## config.mk

```make
export PLATFORM = sky130hd
export DESIGN_NAME = acc_alu
export DESIGN_NICKNAME = d
export VERILOG_FILES = /design/src/rtl/acc_alu_pkg.sv /design/src/rtl/acc_alu_addsub.sv /design/src/rtl/acc_alu_logic.sv /design/src/rtl/acc_alu_bitop.sv /design/src/rtl/acc_alu.sv
export SDC_FILE = /design/constraint.sdc
export NUM_CORES = 1
export LEC_CHECK = 0
export ABC_AREA = 1
export BUFFER_PORTS_ARGS = -buffer_cell sky130_fd_sc_hd__buf_2
export CAP_MARGIN = 20
export CORE_ASPECT_RATIO = 0.75
export CORE_MARGIN = 5
export CORE_UTILIZATION = 60
export CTS_BUF_LIST = sky130_fd_sc_hd__clkbuf_16
export CTS_CLUSTER_SIZE = 16
export DETAILED_ROUTE_END_ITERATION = 6
export PLACE_DENSITY = 0.87
export SYNTH_ARGS = -nofsm -noshare
export SYNTH_HDL_FRONTEND = slang
export SYNTH_HIERARCHICAL = 1
export SYNTH_SLANG_ARGS = --single-unit
export TNS_END_PERCENT = 20
```

## constraint.sdc

```tcl
create_clock -name clk -period 5.1 [get_ports clk]
set_input_delay 0.51 -clock clk [delete_from_list [all_inputs] [get_ports clk]]
set_output_delay 0.51 -clock clk [all_outputs]
set_load 0.03 [all_outputs]
```

## src/rtl/acc_alu_pkg.sv

```systemverilog
package acc_alu_pkg;

    typedef enum logic [4:0] {
        OP_ADD_F    = 5'd0,
        OP_AND_F    = 5'd1,
        OP_CLR_F    = 5'd2,
        OP_CLR_W    = 5'd3,
        OP_NOT_F    = 5'd4,
        OP_DEC_F    = 5'd5,
        OP_DEC_SKZ  = 5'd6,
        OP_INC_F    = 5'd7,
        OP_INC_SKZ  = 5'd8,
        OP_OR_F     = 5'd9,
        OP_MOV_F    = 5'd10,
        OP_MOV_WF   = 5'd11,
        OP_NOP      = 5'd12,
        OP_ROL_F    = 5'd13,
        OP_ROR_F    = 5'd14,
        OP_SUB_F    = 5'd15,
        OP_SWAP_F   = 5'd16,
        OP_XOR_F    = 5'd17,
        OP_BIT_CLR  = 5'd18,
        OP_BIT_SET  = 5'd19,
        OP_TEST_CLR = 5'd20,
        OP_TEST_SET = 5'd21,
        OP_ADD_L    = 5'd22,
        OP_AND_L    = 5'd23,
        OP_OR_L     = 5'd24,
        OP_MOV_L    = 5'd25,
        OP_SUB_L    = 5'd26,
        OP_XOR_L    = 5'd27
    } alu_op_e;

    localparam int OP_COUNT = 28;

    typedef enum logic [3:0] {
        LF_AND, LF_OR, LF_XOR, LF_NOT, LF_INC, LF_DEC,
        LF_SWAP, LF_ROL, LF_ROR, LF_PASS
    } lfn_e;

    typedef struct packed {
        logic c;
        logic dc;
        logic z;
    } flags_t;

endpackage

```

## src/rtl/acc_alu_addsub.sv

```systemverilog
module acc_alu_addsub #(
    parameter int DATA_W = 8
) (
    input  logic [DATA_W-1:0] a_i,
    input  logic [DATA_W-1:0] b_i,
    input  logic              sub_i,
    output logic [DATA_W-1:0] sum_o,
    output logic              c_o,
    output logic              dc_o
);
    localparam int NIB = DATA_W / 2;

    logic [DATA_W-1:0] b_eff;
    logic [NIB:0]      low;
    logic [DATA_W:0]   full;

    // Subtraction is a + ~b + 1, so carry out means "no borrow".
    always_comb begin
        b_eff = sub_i ? ~b_i : b_i;
        low   = {1'b0, a_i[NIB-1:0]} + {1'b0, b_eff[NIB-1:0]} + {{NIB{1'b0}}, sub_i};
        full  = {1'b0, a_i} + {1'b0, b_eff} + {{DATA_W{1'b0}}, sub_i};
        sum_o = full[DATA_W-1:0];
        c_o   = full[DATA_W];
        dc_o  = low[NIB];
    end
endmodule

```

## src/rtl/acc_alu_logic.sv

```systemverilog
module acc_alu_logic
    import acc_alu_pkg::*;
#(
    parameter int DATA_W = 8
) (
    input  lfn_e              fn_i,
    input  logic [DATA_W-1:0] a_i,
    input  logic [DATA_W-1:0] b_i,
    input  logic              cin_i,
    output logic [DATA_W-1:0] y_o,
    output logic              cout_o
);
    localparam int NIB = DATA_W / 2;

    always_comb begin
        y_o    = a_i;
        cout_o = cin_i;
        unique case (fn_i)
            LF_AND:  y_o = a_i & b_i;
            LF_OR:   y_o = a_i | b_i;
            LF_XOR:  y_o = a_i ^ b_i;
            LF_NOT:  y_o = ~a_i;
            LF_INC:  y_o = a_i + DATA_W'(1);
            LF_DEC:  y_o = a_i - DATA_W'(1);
            LF_SWAP: y_o = {a_i[NIB-1:0], a_i[DATA_W-1:NIB]};
            LF_ROL: begin
                y_o    = {a_i[DATA_W-2:0], cin_i};
                cout_o = a_i[DATA_W-1];
            end
            LF_ROR: begin
                y_o    = {cin_i, a_i[DATA_W-1:1]};
                cout_o = a_i[0];
            end
            default: y_o = a_i;
        endcase
    end
endmodule

```

## src/rtl/acc_alu_bitop.sv

```systemverilog
module acc_alu_bitop #(
    parameter int DATA_W = 8,
    localparam int BIT_W = $clog2(DATA_W)
) (
    input  logic [DATA_W-1:0] val_i,
    input  logic [BIT_W-1:0]  idx_i,
    output logic [DATA_W-1:0] set_o,
    output logic [DATA_W-1:0] clr_o,
    output logic              tbit_o
);
    logic [DATA_W-1:0] sel;

    for (genvar i = 0; i < DATA_W; i++) begin : g_sel
        assign sel[i] = (idx_i == BIT_W'(i));
    end

    assign set_o  = val_i | sel;
    assign clr_o  = val_i & ~sel;
    assign tbit_o = |(val_i & sel);
endmodule

```

## src/rtl/acc_alu.sv

```systemverilog
module acc_alu
    import acc_alu_pkg::*;
#(
    parameter int DATA_W = 8,
    localparam int BIT_W = $clog2(DATA_W)
) (
    input  logic              clk,
    input  logic              rst_n,
    input  logic              en_i,
    input  logic [4:0]        op_i,
    input  logic [DATA_W-1:0] w_i,
    input  logic [DATA_W-1:0] f_i,
    input  logic [DATA_W-1:0] lit_i,
    input  logic [BIT_W-1:0]  bit_i,
    input  logic              dst_i,
    input  logic              c_i,
    output logic [DATA_W-1:0] res_o,
    output logic              wr_w_o,
    output logic              wr_f_o,
    output logic              c_nx_o,
    output logic              dc_nx_o,
    output logic              z_nx_o,
    output logic              skip_o,
    output logic              c_q_o,
    output logic              dc_q_o,
    output logic              z_q_o
);
    typedef struct packed {
        logic [DATA_W-1:0] res;
        logic              wr_w;
        logic              wr_f;
        flags_t            flg;
        logic              skip;
    } nx_t;

    alu_op_e           op;
    logic              is_lit;
    logic              as_sub;
    logic [DATA_W-1:0] src, as_a, as_b, as_sum, lg_y;
    logic [DATA_W-1:0] b_set, b_clr;
    logic              as_c, as_dc, lg_c, b_tst;
    lfn_e              lfn;
    nx_t               nx;
    flags_t            flags_d, flags_q;

    // Operand steering, kept apart from the result mux.
    always_comb begin
        op     = alu_op_e'(op_i);
        is_lit = op inside {OP_ADD_L, OP_AND_L, OP_OR_L, OP_SUB_L, OP_XOR_L, OP_MOV_L};
        src    = is_lit ? lit_i : f_i;
        as_sub = op inside {OP_SUB_F, OP_SUB_L};
        as_a   = as_sub ? src : w_i;
        as_b   = as_sub ? w_i : src;
        case (op)
            OP_AND_F, OP_AND_L:   lfn = LF_AND;
            OP_OR_F,  OP_OR_L:    lfn = LF_OR;
            OP_XOR_F, OP_XOR_L:   lfn = LF_XOR;
            OP_NOT_F:             lfn = LF_NOT;
            OP_INC_F, OP_INC_SKZ: lfn = LF_INC;
            OP_DEC_F, OP_DEC_SKZ: lfn = LF_DEC;
            OP_SWAP_F:            lfn = LF_SWAP;
            OP_ROL_F:             lfn = LF_ROL;
            OP_ROR_F:             lfn = LF_ROR;
            default:              lfn = LF_PASS;
        endcase
    end

    acc_alu_addsub #(.DATA_W(DATA_W)) u_addsub (
        .a_i(as_a), .b_i(as_b), .sub_i(as_sub),
        .sum_o(as_sum), .c_o(as_c), .dc_o(as_dc)
    );

    acc_alu_logic #(.DATA_W(DATA_W)) u_logic (
        .fn_i(lfn), .a_i(src), .b_i(w_i), .cin_i(c_i),
        .y_o(lg_y), .cout_o(lg_c)
    );

    acc_alu_bitop #(.DATA_W(DATA_W)) u_bitop (
        .val_i(f_i), .idx_i(bit_i),
        .set_o(b_set), .clr_o(b_clr), .tbit_o(b_tst)
    );

    // Next-value computation.
    always_comb begin
        nx      = '0;
        nx.flg  = flags_q;
        case (op)
            OP_ADD_F, OP_SUB_F: begin
                nx.res  = as_sum;
                nx.wr_w = !dst_i;
                nx.wr_f = dst_i;
                nx.flg  = '{c: as_c, dc: as_dc, z: (as_sum == '0)};
            end
            OP_ADD_L, OP_SUB_L: begin
                nx.res  = as_sum;
                nx.wr_w = 1'b1;
                nx.flg  = '{c: as_c, dc: as_dc, z: (as_sum == '0)};
            end
            OP_AND_F, OP_OR_F, OP_XOR_F, OP_NOT_F, OP_INC_F, OP_DEC_F, OP_MOV_F: begin
                nx.res   = lg_y;
                nx.wr_w  = !dst_i;
                nx.wr_f  = dst_i;
                nx.flg.z = (lg_y == '0);
            end
            OP_AND_L, OP_OR_L, OP_XOR_L: begin
                nx.res   = lg_y;
                nx.wr_w  = 1'b1;
                nx.flg.z = (lg_y == '0);
            end
            OP_CLR_F: begin
                nx.wr_f  = 1'b1;
                nx.flg.z = 1'b1;
            end
            OP_CLR_W: begin
                nx.wr_w  = 1'b1;
                nx.flg.z = 1'b1;
            end
            OP_INC_SKZ, OP_DEC_SKZ: begin
                nx.res  = lg_y;
                nx.wr_w = !dst_i;
                nx.wr_f = dst_i;
                nx.skip = (lg_y == '0);
            end
            OP_ROL_F, OP_ROR_F: begin
                nx.res   = lg_y;
                nx.wr_w  = !dst_i;
                nx.wr_f  = dst_i;
                nx.flg.c = lg_c;
            end
            OP_SWAP_F: begin
                nx.res  = lg_y;
                nx.wr_w = !dst_i;
                nx.wr_f = dst_i;
            end
            OP_MOV_WF: begin
                nx.res  = w_i;
                nx.wr_f = 1'b1;
            end
            OP_MOV_L: begin
                nx.res  = lit_i;
                nx.wr_w = 1'b1;
            end
            OP_BIT_SET: begin
                nx.res  = b_set;
                nx.wr_f = 1'b1;
            end
            OP_BIT_CLR: begin
                nx.res  = b_clr;
                nx.wr_f = 1'b1;
            end
            OP_TEST_CLR: nx.skip = !b_tst;
            OP_TEST_SET: nx.skip = b_tst;
            default: ;
        endcase
        flags_d = en_i ? nx.flg : flags_q;
    end

    always_ff @(posedge clk or negedge rst_n) begin
        if (!rst_n) flags_q <= '0;
        else        flags_q <= flags_d;
    end

    assign res_o   = nx.res;
    assign wr_w_o  = nx.wr_w;
    assign wr_f_o  = nx.wr_f;
    assign c_nx_o  = nx.flg.c;
    assign dc_nx_o = nx.flg.dc;
    assign z_nx_o  = nx.flg.z;
    assign skip_o  = nx.skip;
    assign c_q_o   = flags_q.c;
    assign dc_q_o  = flags_q.dc;
    assign z_q_o   = flags_q.z;

    // never both destinations in one operation
    a_r1_one_dest: assert property (@(posedge clk) disable iff (!rst_n)
        !(wr_w_o && wr_f_o));

    // adder output matches a plain widened sum of W and the operand
    a_r2_add_sum: assert property (@(posedge clk) disable iff (!rst_n)
        (op inside {OP_ADD_F, OP_ADD_L}) |->
        (({1'b0, w_i} + {1'b0, src}) == {c_nx_o, res_o}));

    // rotates leave DC and Z alone
    a_r5_rot_hold: assert property (@(posedge clk) disable iff (!rst_n)
        (op inside {OP_ROL_F, OP_ROR_F}) |->
        (dc_nx_o == flags_q.dc && z_nx_o == flags_q.z));

    // flag-neutral operations
    a_r6_quiet: assert property (@(posedge clk) disable iff (!rst_n)
        (op inside {OP_SWAP_F, OP_MOV_WF, OP_MOV_L, OP_NOP, OP_BIT_SET, OP_BIT_CLR,
                    OP_INC_SKZ, OP_DEC_SKZ, OP_TEST_CLR, OP_TEST_SET}) |->
        ({c_nx_o, dc_nx_o, z_nx_o} == flags_q));

    // skip only from the skip-capable operations
    a_r9_skip_src: assert property (@(posedge clk) disable iff (!rst_n)
        skip_o |-> (op inside {OP_INC_SKZ, OP_DEC_SKZ, OP_TEST_CLR, OP_TEST_SET}));

    // load on enable, hold otherwise
    a_r10_load: assert property (@(posedge clk) disable iff (!rst_n)
        en_i |=> ({c_q_o, dc_q_o, z_q_o} == $past({c_nx_o, dc_nx_o, z_nx_o})));

    a_r10_hold: assert property (@(posedge clk) disable iff (!rst_n)
        !en_i |=> $stable({c_q_o, dc_q_o, z_q_o}));
endmodule

```

==> results.ini <==
[worst_setup_path]
required_ns=4.59
rrSetupSlack_ns=4.28
worstPathMaxFanout=17
criticalPathCategory=input pin to output pin
reg2reg_to=c_q_o$_DFFE_PN0P_
cp.arrival_ns=4.27
timing.rr.start=c_q_o$_DFFE_PN0P_
rr_worst_depth=4
start_kind=input pin
endpoint_kind=output pin

[sta]
rsz0062_at_grt=no
whs_ns=0.0804
hold_violations=0
max_slew.worst_pin.slew_ns=0.612
setup-tns-final_ns=0
skew_ns=0
report.final.slew_viol_count=0
finalCritPeriodShare_pct=93.8
slew_headroom_pct=59.0
max_freq_mhz=209
setup_viol=0
fin_crit_ns=4.78

[logic_synthesis]
synth-seq-cells=3
synth_common_cells=nand2_1 (188), inv_1 (90), nand3_1 (43), nor2_1 (43), ha_1 (29)
synthFlopType=dfrtp_1
ys.warnings.count=6
synth.top_cell.area_share_pct=21.3
synth-edff-count=0
yosysTopAreaCell=nand2_1
synth.yosys.seq_area_share_pct=2.27
yosysMostFrequentCell=nand2_1
syn_area_um2=3310
syn_avg_cell_area_um2=5.43
synth.net_count=677
syn_inst=610
synth_area_leaders=nand2_1 (21%), ha_1 (11%), inv_1 (10%), nand3_1 (6.5%), nor2_1 (4.9%)
async_flop_share_pct=100
ys_types=48

[floorplan]
io_pins=54
start_util_pct=61.9
die_h_um=74.4
die_x_um=95.8
die_area_um2=7130
rows=23
coreArea_um2=5350

[flow_run]
cap_violations=0

[layout]
layout-drive-gt1-share_pct=17.3
syn_to_final_growth_pct=9.85
nNetsFinal=721
fill_cells=511
fin_cells=728
n_antenna_cell=0

[place]
dpl.cell_count=724
dp_hpwl_um=8390
gp_congestion=1.09
port_buffers=53

[drt]
finalWirelength_um=10600
drtAntennaViolNets=0
top_layer=met4
wl_met3_um=1300
drt-initial-drc-count=569
via_per_inst=5.95
routedWlPerCell_um=14.5
vias=4329
route.detailed.drc=0
wl_met2_um=4650
met1Wirelength_um=4460
drt_pass1_iterations=7

[power]
cellPowerDensity_nw_per_um2=185
p_leak_nw=2.11
ir_drop_mv=0.392

[global_routing]
grt_pass1_wl_um=16900
track_usage_pct=29.0
gr-total-overflow=0
grt_pass1_vias=3720
antenna_found_initial=0
grt_start_max_net_pins=19

[clocking]
clkSinkCount=3
cts_setup_buffers=0
htreeDepth=1
cts_buffer_depth=2
path_clk_slew_ns=0.03
cts_hold_buf=0
cts_buffers=3
cts_tree=done
root_buffer=clkbuf_16
clock_latency_ns=0.22
cts-resized-gates=0

[run_status]
outcome=complete, no violations

[hold_path]
holdCritPathClass=input pin to asynchronous set/reset pin

-- sequential cells by signal (all words and copies together) (netlist names) --
| register | flops |
|---|---|
| z_q_o | 1 |
| c_q_o | 1 |
| dc_q_o | 1 |
-- metal layers --
| layer | vias to the layer above | global-route usage [%] |
|---|---|---|
| met5 | - | 0 |
| met4 | 0 | 5.52 |
| met3 | 27 | 2.83 |
| met2 | 310 | 47.3 |
| met1 | 1910 | 41.8 |
| li1 | 2082 | - |
-- cell type report --
class                      instances  area (um2)  share of cell area (%)
clock buffer                       3        75.1                    2.06
clock inverter                     1        3.75                   0.103
inverter                         105         402                    11.0
multi-input combinational        485        2700                    74.3
sequential                         3        75.1                    2.06
tap                               75        93.8                    2.58
timing repair buffer              56         288                    7.90
-- critical path, cell delays in order --
cell and delay, ns:
buf_2 0.12, inv_1 0.09, ha_1 0.30, nand2_1 0.09
inv_1 0.05, nand2_1 0.26, nand2_1 0.11, nor2_2 0.15
nand2_4 0.15, nand2_1 0.09, o21ai_1 0.09, o21ai_1 0.23
nand2_1 0.11, nand2_2 0.10, inv_1 0.06, fa_1 0.42
o21ai_2 0.27, xor2_1 0.25, nor2_1 0.10, nand2_1 0.07
nor2_1 0.05, nand2_1 0.06, nand2_1 0.07, a21oi_1 0.17
nand2_1 0.10, buf_2 0.19
-- cells in the final DEF (no fill, tap or decap), types with 4 or more instances in the layout --
| master | instances |
|---|---|
| nand2_1 | 188 |
| inv_1 | 91 |
| buf_2 | 53 |
| nand3_1 | 43 |
| nor2_1 | 43 |
| ha_1 | 29 |
| o21ai_1 | 23 |
| a21oi_1 | 21 |
| o21ai_0 | 21 |
| nand2_2 | 17 |
| nand4_1 | 11 |
| xor2_1 | 10 |
| inv_2 | 9 |
| nor2_2 | 9 |
| o22ai_1 | 9 |
| o2111ai_1 | 6 |
| a221oi_1 | 6 |
| o21ai_2 | 5 |
| nor3_1 | 4 |
| a211oi_1 | 4 |
-- how the worst max path moves through the flow --
stage	cells after the start	from	slack, ns	endpoint
after CTS	26	op_i[1]	0.39	z_nx_o
final	26	op_i[1]	0.32	z_nx_o
after detailed placement	27	op_i[1]	0.40	skip_o
after global placement	28	op_i[1]	0.51	z_nx_o
after floorplan	26	op_i[0]	1.07	skip_o
after global routing	29	op_i[1]	0.002	z_nx_o
-- per-stage QoR --
stage,cell area (um2),power (mW),setup WS [ns],util [%]
global route,3640,0.728,0.00225,68.0
finish,3640,0.675,0.316,68.0
detailed placement,3560,0.536,0.400,66.5
floorplan,3310,0.415,1.07,-
global placement,3560,0.528,0.514,66.5
CTS,3640,0.663,0.390,68.0
-- logic make-up (layout without fill, tap and decap cells) --
kind of cell             Yosys count  after routing  synth area share (%)
XOR/XNOR                          12             12                  3.17
AO/OA/AOI/OAI                    117            117                  22.7
flip-flops                         3              3                  2.26
AND/OR/NAND/NOR                  326            326                  44.2
adder cells (fa/ha/maj)           30             30                  11.6
buffers and inverters            122            165                  16.2
-- power by group --
part / switching [mW] / internal [mW] / leakage (nW)
Clock: 0.0204 / 0.101 / 0.0423
Sequential: 0.00407 / 0.0288 / 0.0397
Combinational: 0.358 / 0.162 / 2.03
Total: 0.383 / 0.292 / 2.11
(Power assumes the default switching activity.)
